<file path="config.mk">
export PLATFORM = sky130hd
export DESIGN_NAME = rc_hit_top
export DESIGN_NICKNAME = d
export VERILOG_FILES = /design/src/rtl/rc_pkg.sv /design/src/rtl/rc_cmd_decode.sv /design/src/rtl/rc_bank_tag.sv /design/src/rtl/rc_dram_array.sv /design/src/rtl/rc_row_cache.sv /design/src/rtl/rc_hit_top.sv
export SDC_FILE = /design/constraint.sdc
export NUM_CORES = 2
export LEC_CHECK = 0
export ABC_AREA = 1
export BUFFER_PORTS_ARGS = -buffer_cell sky130_fd_sc_hd__buf_2
export CORE_MARGIN = 5
export CORE_UTILIZATION = 60
export CTS_CLUSTER_SIZE = 24
export DETAILED_ROUTE_END_ITERATION = 6
export PLACE_DENSITY = 0.79
export SETUP_SLACK_MARGIN = 0.2
export SLEW_MARGIN = 20
export SYNTH_ARGS = -nofsm -noshare
export SYNTH_HDL_FRONTEND = slang
export SYNTH_SLANG_ARGS = --single-unit
</file>
<file path="constraint.sdc">
create_clock -name clk -period 5.73 [get_ports clk]
set_input_delay 0.2865 -clock clk [delete_from_list [all_inputs] [get_ports clk]]
set_output_delay 0.2865 -clock clk [all_outputs]
set_load 0.01 [all_outputs]
</file>
<file path="src/rtl/rc_pkg.sv">
// Shared types for the row cache hit comparator.
// Assumes at most one decoded command is acted on per cycle.
package rc_pkg;
    typedef enum logic [2:0] {
        CMD_NOP = 3'd0,
        CMD_ACT = 3'd1,
        CMD_RD  = 3'd2,
        CMD_WR  = 3'd3,
        CMD_REF = 3'd4
    } rc_cmd_e;
endpackage

</file>
<file path="src/rtl/rc_cmd_decode.sv">
// Turns the four command strobes into one command code.
// Assumes the strobes may overlap; activate wins, then read, write, refresh.
module rc_cmd_decode
    import rc_pkg::*;
(
    input  logic    act_en,
    input  logic    rd_en,
    input  logic    wr_en,
    input  logic    ref_en,
    output rc_cmd_e cmd
);
    // Priority pick of the command for this cycle.
    always_comb begin
        if (act_en)      cmd = CMD_ACT;
        else if (rd_en)  cmd = CMD_RD;
        else if (wr_en)  cmd = CMD_WR;
        else if (ref_en) cmd = CMD_REF;
        else             cmd = CMD_NOP;
    end

    // exactly one command code is produced whenever any strobe is set.
    always_comb begin
        if (act_en) a_act_wins_r11: assert (cmd == CMD_ACT);
    end
endmodule

</file>
<file path="src/rtl/rc_bank_tag.sv">
// Per-bank open-row register, last-read tag and hit/miss flag.
// Assumes sel is high only when the command addresses this bank.
// The tag is invalid after reset, so the first activate always misses.
module rc_bank_tag
    import rc_pkg::*;
#(
    parameter int ROW_W = 4
) (
    input  logic             clk,
    input  logic             rst_n,
    input  logic             mode_nwt,
    input  rc_cmd_e          cmd,
    input  logic             sel,
    input  logic [ROW_W-1:0] row,
    output logic             open_vld,
    output logic [ROW_W-1:0] open_row,
    output logic             hit
);
    logic             tag_vld;
    logic [ROW_W-1:0] tag_row;

    // Track the open row, the last-read row and the latched compare result.
    always_ff @(posedge clk) begin
        if (!rst_n) begin
            open_vld <= 1'b0;
            open_row <= '0;
            tag_vld  <= 1'b0;
            tag_row  <= '0;
            hit      <= 1'b0;
        end else if (sel) begin
            case (cmd)
                CMD_ACT: begin
                    open_vld <= 1'b1;
                    open_row <= row;
                    hit      <= mode_nwt && tag_vld && (tag_row == row);
                end
                CMD_RD: begin
                    if (open_vld) begin
                        tag_vld <= 1'b1;
                        tag_row <= open_row;
                        hit     <= mode_nwt;
                    end
                end
                default: ;
            endcase
        end
    end

    // an activate on an untagged bank reports a miss.
    p_untagged_miss_r2: assert property (@(posedge clk) disable iff (!rst_n)
        (sel && cmd == CMD_ACT && !tag_vld) |=> !hit);

    // a hit can only exist against a valid last-read tag.
    p_hit_has_tag_r3: assert property (@(posedge clk) disable iff (!rst_n)
        hit |-> tag_vld);

    // a read of the open row retags the bank and raises the flag.
    p_read_retags_r5: assert property (@(posedge clk) disable iff (!rst_n)
        (sel && cmd == CMD_RD && open_vld && mode_nwt) |=>
            (hit && tag_vld && tag_row == open_row));

    // outside no-write-transfer mode the flag stays low.
    p_wt_mode_no_hit_r8: assert property (@(posedge clk) disable iff (!rst_n)
        (sel && !mode_nwt && (cmd == CMD_ACT || cmd == CMD_RD)) |=> !hit);

    // refresh leaves tag and flag alone.
    p_refresh_keeps_tag_r9: assert property (@(posedge clk) disable iff (!rst_n)
        (cmd == CMD_REF) |=> ($stable(hit) && $stable(tag_row) && $stable(tag_vld)));
endmodule

</file>
<file path="src/rtl/rc_dram_array.sv">
// Register model of the DRAM array for all banks.
// Provides one word write port, a combinational page read of one row,
// and a registered word read with a valid strobe.
module rc_dram_array #(
    parameter int BANK_W = 1,
    parameter int ROW_W  = 4,
    parameter int COL_W  = 3,
    parameter int DATA_W = 8
) (
    input  logic                     clk,
    input  logic                     rst_n,
    input  logic                     wr,
    input  logic [BANK_W-1:0]        wr_bank,
    input  logic [ROW_W-1:0]         wr_row,
    input  logic [COL_W-1:0]         wr_col,
    input  logic [DATA_W-1:0]        wdata,
    input  logic [BANK_W-1:0]        pg_bank,
    input  logic [ROW_W-1:0]         pg_row,
    output logic [(2**COL_W)*DATA_W-1:0] page,
    input  logic                     rd,
    input  logic [COL_W-1:0]         rd_col,
    output logic [DATA_W-1:0]        rdata,
    output logic                     rdata_vld
);
    localparam int NBANK = 2 ** BANK_W;
    localparam int ROWS  = 2 ** ROW_W;
    localparam int COLS  = 2 ** COL_W;

    logic [DATA_W-1:0] mem [NBANK][ROWS][COLS];

    // Array storage: cleared on reset, one word written per write.
    always_ff @(posedge clk) begin
        if (!rst_n) begin
            for (int b = 0; b < NBANK; b++)
                for (int r = 0; r < ROWS; r++)
                    for (int c = 0; c < COLS; c++)
                        mem[b][r][c] <= '0;
        end else if (wr) begin
            mem[wr_bank][wr_row][wr_col] <= wdata;
        end
    end

    // Present the addressed row as one flat page.
    always_comb begin
        for (int c = 0; c < COLS; c++)
            page[c*DATA_W +: DATA_W] = mem[pg_bank][pg_row][c];
    end

    // Registered word read out of the addressed page.
    always_ff @(posedge clk) begin
        if (!rst_n) begin
            rdata     <= '0;
            rdata_vld <= 1'b0;
        end else begin
            rdata_vld <= rd;
            if (rd) rdata <= page[rd_col*DATA_W +: DATA_W];
        end
    end
endmodule

</file>
<file path="src/rtl/rc_row_cache.sv">
// One bank's cached page. Loaded whole from a DRAM page on a read,
// patched one word at a time by write-through, read by a side port.
// Assumes load and wr are never high together.
module rc_row_cache #(
    parameter int COL_W  = 3,
    parameter int DATA_W = 8
) (
    input  logic                         clk,
    input  logic                         rst_n,
    input  logic                         load,
    input  logic [(2**COL_W)*DATA_W-1:0] page_in,
    input  logic                         wr,
    input  logic [COL_W-1:0]             col,
    input  logic [DATA_W-1:0]            wdata,
    input  logic [COL_W-1:0]             peek_col,
    output logic [DATA_W-1:0]            peek_data,
    output logic [(2**COL_W)*DATA_W-1:0] page_out
);
    localparam int COLS = 2 ** COL_W;

    logic [DATA_W-1:0] words [COLS];

    // Page storage: whole-page load on read, single word on write-through.
    always_ff @(posedge clk) begin
        if (!rst_n) begin
            for (int c = 0; c < COLS; c++) words[c] <= '0;
        end else if (load) begin
            for (int c = 0; c < COLS; c++) words[c] <= page_in[c*DATA_W +: DATA_W];
        end else if (wr) begin
            words[col] <= wdata;
        end
    end

    // Side read port and flat view of the page.
    assign peek_data = words[peek_col];
    always_comb begin
        for (int c = 0; c < COLS; c++) page_out[c*DATA_W +: DATA_W] = words[c];
    end

    // a write-through lands in the addressed word on the next cycle.
    p_wr_lands_r6: assert property (@(posedge clk) disable iff (!rst_n)
        (wr && !load) |=> (words[$past(col)] == $past(wdata)));
endmodule

</file>
<file path="src/rtl/rc_hit_top.sv">
// Row cache with write-transfer hit logic for a multi-bank DRAM model.
// Decodes the command strobes, keeps per-bank tags and hit flags,
// routes reads into the cache and writes into DRAM and, on a hit, the cache.
// Assumes the caller issues legal sequences; a read or write to a bank
// with no open row is dropped.
module rc_hit_top
    import rc_pkg::*;
#(
    parameter int BANK_W = 1,
    parameter int ROW_W  = 4,
    parameter int COL_W  = 3,
    parameter int DATA_W = 8
) (
    input  logic                  clk,
    input  logic                  rst_n,
    input  logic                  mode_nwt,
    input  logic                  act_en,
    input  logic                  rd_en,
    input  logic                  wr_en,
    input  logic                  ref_en,
    input  logic [BANK_W-1:0]     bank,
    input  logic [ROW_W-1:0]      row,
    input  logic [COL_W-1:0]      col,
    input  logic [DATA_W-1:0]     wdata,
    input  logic [BANK_W-1:0]     peek_bank,
    input  logic [COL_W-1:0]      peek_col,
    output logic [DATA_W-1:0]     rdata,
    output logic                  rdata_vld,
    output logic [DATA_W-1:0]     peek_data,
    output logic [(2**BANK_W)-1:0] hit
);
    localparam int NBANK  = 2 ** BANK_W;
    localparam int COLS   = 2 ** COL_W;
    localparam int PAGE_W = COLS * DATA_W;

    rc_cmd_e           cmd;
    logic [NBANK-1:0]  open_vld;
    logic [ROW_W-1:0]  open_row [NBANK];
    logic [PAGE_W-1:0] cpage    [NBANK];
    logic [DATA_W-1:0] peek_a   [NBANK];
    logic [PAGE_W-1:0] dram_page;
    logic              rd_fire;
    logic              wr_fire;

    rc_cmd_decode u_dec (
        .act_en (act_en),
        .rd_en  (rd_en),
        .wr_en  (wr_en),
        .ref_en (ref_en),
        .cmd    (cmd)
    );

    // Reads and writes only act on a bank with an open row.
    assign rd_fire = (cmd == CMD_RD) && open_vld[bank];
    assign wr_fire = (cmd == CMD_WR) && open_vld[bank];

    rc_dram_array #(
        .BANK_W (BANK_W),
        .ROW_W  (ROW_W),
        .COL_W  (COL_W),
        .DATA_W (DATA_W)
    ) u_dram (
        .clk       (clk),
        .rst_n     (rst_n),
        .wr        (wr_fire),
        .wr_bank   (bank),
        .wr_row    (open_row[bank]),
        .wr_col    (col),
        .wdata     (wdata),
        .pg_bank   (bank),
        .pg_row    (open_row[bank]),
        .page      (dram_page),
        .rd        (rd_fire),
        .rd_col    (col),
        .rdata     (rdata),
        .rdata_vld (rdata_vld)
    );

    for (genvar b = 0; b < NBANK; b++) begin : g_bank
        logic sel;
        assign sel = (bank == BANK_W'(b));

        rc_bank_tag #(.ROW_W(ROW_W)) u_tag (
            .clk      (clk),
            .rst_n    (rst_n),
            .mode_nwt (mode_nwt),
            .cmd      (cmd),
            .sel      (sel),
            .row      (row),
            .open_vld (open_vld[b]),
            .open_row (open_row[b]),
            .hit      (hit[b])
        );

        rc_row_cache #(.COL_W(COL_W), .DATA_W(DATA_W)) u_cache (
            .clk       (clk),
            .rst_n     (rst_n),
            .load      (rd_fire && sel),
            .page_in   (dram_page),
            .wr        (wr_fire && sel && hit[b]),
            .col       (col),
            .wdata     (wdata),
            .peek_col  (peek_col),
            .peek_data (peek_a[b]),
            .page_out  (cpage[b])
        );

        // a write with the flag low leaves this bank's page untouched.
        p_miss_write_keeps_page_r7: assert property (@(posedge clk) disable iff (!rst_n)
            (cmd == CMD_WR && sel && !hit[b]) |=> $stable(cpage[b]));

        // refresh leaves every cached page untouched.
        p_refresh_keeps_page_r9: assert property (@(posedge clk) disable iff (!rst_n)
            (cmd == CMD_REF) |=> $stable(cpage[b]));

        // commands to a closed bank leave its page untouched.
        p_closed_keeps_page_r10: assert property (@(posedge clk) disable iff (!rst_n)
            ((cmd == CMD_RD || cmd == CMD_WR) && sel && !open_vld[b]) |=> $stable(cpage[b]));
    end

    // Cache side port mux.
    assign peek_data = peek_a[peek_bank];

    // a read of an open bank yields data on the next cycle.
    p_read_gives_data_r4: assert property (@(posedge clk) disable iff (!rst_n)
        rd_fire |=> rdata_vld);

    // a read of a closed bank produces no data strobe.
    p_closed_no_data_r10: assert property (@(posedge clk) disable iff (!rst_n)
        (cmd == CMD_RD && !open_vld[bank]) |=> !rdata_vld);
endmodule

</file>
==> flow_metrics.py <==
metrics = {
    "outcome": {
        "status": "completed",
    },
    "setup_path": {
        "cp-end-kind": "flop",
        "worstPathRequired_ps": 6270,
        "reg2reg_from": "g_bank[0].u_tag.open_row[1]$_SDFFE_PN0P_",
        "path_max_fanout": 33,
        "r2r_slack_ps": 1710,
        "r2r_end": "u_dram.mem[0][437]$_SDFFCE_PN0P_",
        "timing_worst_setup_path_type": "flop to flop",
        "cp.arrival_ps": 4560,
        "r2r_cells": 5,
        "cp-start-kind": "flop",
    },
    "synthesis": {
        "syn-cell-area_um2": 100000,
        "synth_top_area_cell": "edfxtp_1",
        "syn-num-nets": 10500,
        "synth_top_area_share_pct": 65.3,
        "synthesis.instances": 10400,
        "synth_edf_count": 2176,
        "syn_avg_cell_area_um2": 9.60,
        "yosys_warnings": 0,
        "async_reset_ff_share_pct": 0,
        "synthFlopType": "edfxtp_1",
        "synth_commonest_cells": "nand2_1, edfxtp_1, nor2_1",
        "ys_types": 36,
        "ys_seq_area_share_pct": 65.9,
        "synthTopCellsByArea": "edfxtp_1, nand2_1, nor2_1",
        "yosysMostFrequentCell": "nand2_1",
        "synth-seq-cells": 2207,
    },
    "detailed_routing": {
        "wl_per_cell_um": 25.5,
        "drtPass1Iterations": 7,
        "vias_per_cell": 6.17,
        "drtAntennaViolNets": 0,
        "vias": 77800,
        "first_iter_violations": 12900,
        "drc_errors": 0,
        "drt-total-wl_mm": 321,
    },
    "sta": {
        "clock.fmax_ghz": 0.249,
        "drv_slew": 0,
        "worst-slew-pin-transition_ps": 1360,
        "setup_tns_ps": 0,
        "fin_crit_ps": 4020,
        "slew_headroom_pct": 8.57,
        "setup_violations": 0,
        "min_period_over_period_pct": 70.1,
        "rsz0062_at_grt": "no",
        "whs_ps": 97.9,
        "hold_viol": 0,
        "setup_ws_ps": 1710,
        "fin_skew_ps": 74.0,
    },
    "die": {
        "dieWidth_um": 419,
        "pin_count": 46,
        "core_um2": 166000,
        "num_rows": 150,
        "initial_utilization_pct": 60.2,
        "die_h_um": 419,
        "dieArea_um2": 175000,
    },
    "worst_hold_path": {
        "whs_path_depth": 3,
        "min_to": "g_bank[0].u_tag.tag_row[2]$_SDFFE_PN0P_",
        "holdCritStartpoint": "rst_n",
        "hp-class": "input port to flop",
    },
    "grt": {
        "grt_usage_pct": 36.1,
        "grt_max_degree": 207,
        "antenna_found_initial": 6,
        "overflow": 0,
        "grt_pass1_wl_mm": 467,
        "grt_pass1_vias": 74400,
    },
    "cells_and_area": {
        "final_layout_size_suffix_gt1_share_pct": 6.59,
        "n_fill_cell": 12200,
        "stdcell_count": 12600,
        "synthToLayoutAreaGrowth_pct": 9.17,
        "multi_input_area_um2": 30800,
        "seqCellArea_um2": 66000,
        "fin_nets": 10200,
    },
    "place": {
        "place_inst": 12200,
        "place_hpwl_mm": 181,
        "place_ws_ps": 1300,
        "io_buffers": 44,
        "routabilityCongestion": 0.980,
    },
    "job": {
        "cap_viol_max_count": 0,
    },
    "clocking": {
        "cts_tree": "built",
        "cts.sinks": 2207,
        "cts_root_buf": "clkbuf_16",
        "numCtsBuffers": 217,
        "clock_latency_ps": 910,
        "htreeDepth": 4,
        "clk_pin_slew_ps": 60,
        "cts_buffer_depth": 3,
    },
    "power": {
        "power_mw": 35.7,
        "peakVddDrop_mv": 0.373,
        "p_leak_nw": 45.9,
        "powerDensity_nw_per_um2": 327,
    },
}
-- final cells by class --
class	instances	area share (%)
timing repair buffer	231	1.88
clock inverter	118	1.03
sequential	2207	60.3
antenna	4	0.00916
multi-input combinational	7346	28.1
tap	2204	2.52
clock buffer	280	5.29
inverter	217	0.791
-- metrics by stage --
stage | utilization (%) | instance area [um^2]
after CTS | 65.7 | 109000
after floorplan | - | 100000
after detailed placement | 61.4 | 102000
after global routing | 65.7 | 109000
final | 65.7 | 109000
after global placement | 61.4 | 102000
-- power by group --
part	internal [mW]	total [mW]	switching, mW
Clock	7.79	14.0	6.21
Combinational	0.650	3.21	2.56
Sequential	18.3	18.5	0.181
-- worst max-delay path by stage --
stage                                                        start                               end  cells past startpoint  slack [ps]
after floorplan                                               bank        u_dram.mem[1][0]$_DFFE_PP_                      9         730
after global placement                                        bank  u_dram.mem[0][424]$_SDFFCE_PN0P_                      8        1370
after detailed placement                                      bank  u_dram.mem[0][433]$_SDFFCE_PN0P_                      8        1300
after CTS                 g_bank[0].u_tag.open_row[1]$_SDFFE_PN0P_  u_dram.mem[0][432]$_SDFFCE_PN0P_                      5        1880
after global routing      g_bank[0].u_tag.open_row[1]$_SDFFE_PN0P_      u_dram.mem[1][418]$_DFFE_PP_                      5        1730
final                     g_bank[0].u_tag.open_row[1]$_SDFFE_PN0P_  u_dram.mem[0][437]$_SDFFCE_PN0P_                      5        1710
-- flip-flops by register name (all words and copies together), names as in the netlist --
signal and cells:
u_dram.rdata_vld 1, u_dram.mem 2048, g_bank.u_tag.open_vld 2, g_bank.u_tag.hit 2, g_bank.u_tag.tag_vld 2, g_bank.u_tag.tag_row 8, g_bank.u_tag.open_row 8, g_bank.u_cache.words 128
u_dram.rdata 8
-- layout by cell type (no fill, tap or decap), drive strengths merged, types with 17 or more instances in the layout --
master	Yosys	final
clkbuf	354	281
dlygate4sd3	0	20
buf	303	210
nand2	4715	4715
inv	216	217
o21ai	161	161
a21boi	214	214
a21oi	240	240
nand4	17	17
o211ai	32	32
mux2i	34	34
dfxtp	31	31
o22ai	103	103
edfxtp	2176	2176
clkinv	1	102
nor2	1580	1580
nand3	229	229
-- worst max-delay path, cell delays in order, from the launching register on --
cell	delay, ps
dfxtp_1	340
o21ai_4	590
nand2_4	650
nor2_4	1110
nand3_1	490
nand2_1	430
-- cell families (layout without fill, tap and decap cells) --
group                     count (synthesis)  in the layout  share of synthesized area (%)
and+or+nand+nor                        6553           6553                           25.5
DFF                                    2207           2207                           65.9
buffers and inverters                   874            846                           3.66
AOI/OAI and AO/OA                       757            757                           4.55
muxes                                    34             34                          0.340
xor gates and xnor gates                  2              2                         0.0175
other                                     0              4                              0
-- routing by layer --
metal	track usage (%)	vias up	wire (um)
met2	55.1	6535	143000
li1	-	33800	-
met4	23.3	0	24600
met1	46.0	36100	105000
met3	9.73	1369	48700
met5	0	-	0
-- timing repair --
| item | CTS | global route |
|---|---|---|
| hold endpoints to repair | 47 | 0 |
| buffers inserted | 0 | 0 |
| hold buffers | 20 | 0 |
| gates resized for setup | 0 | 0 |
No activity file was read; power rests on OpenSTA's default activity.
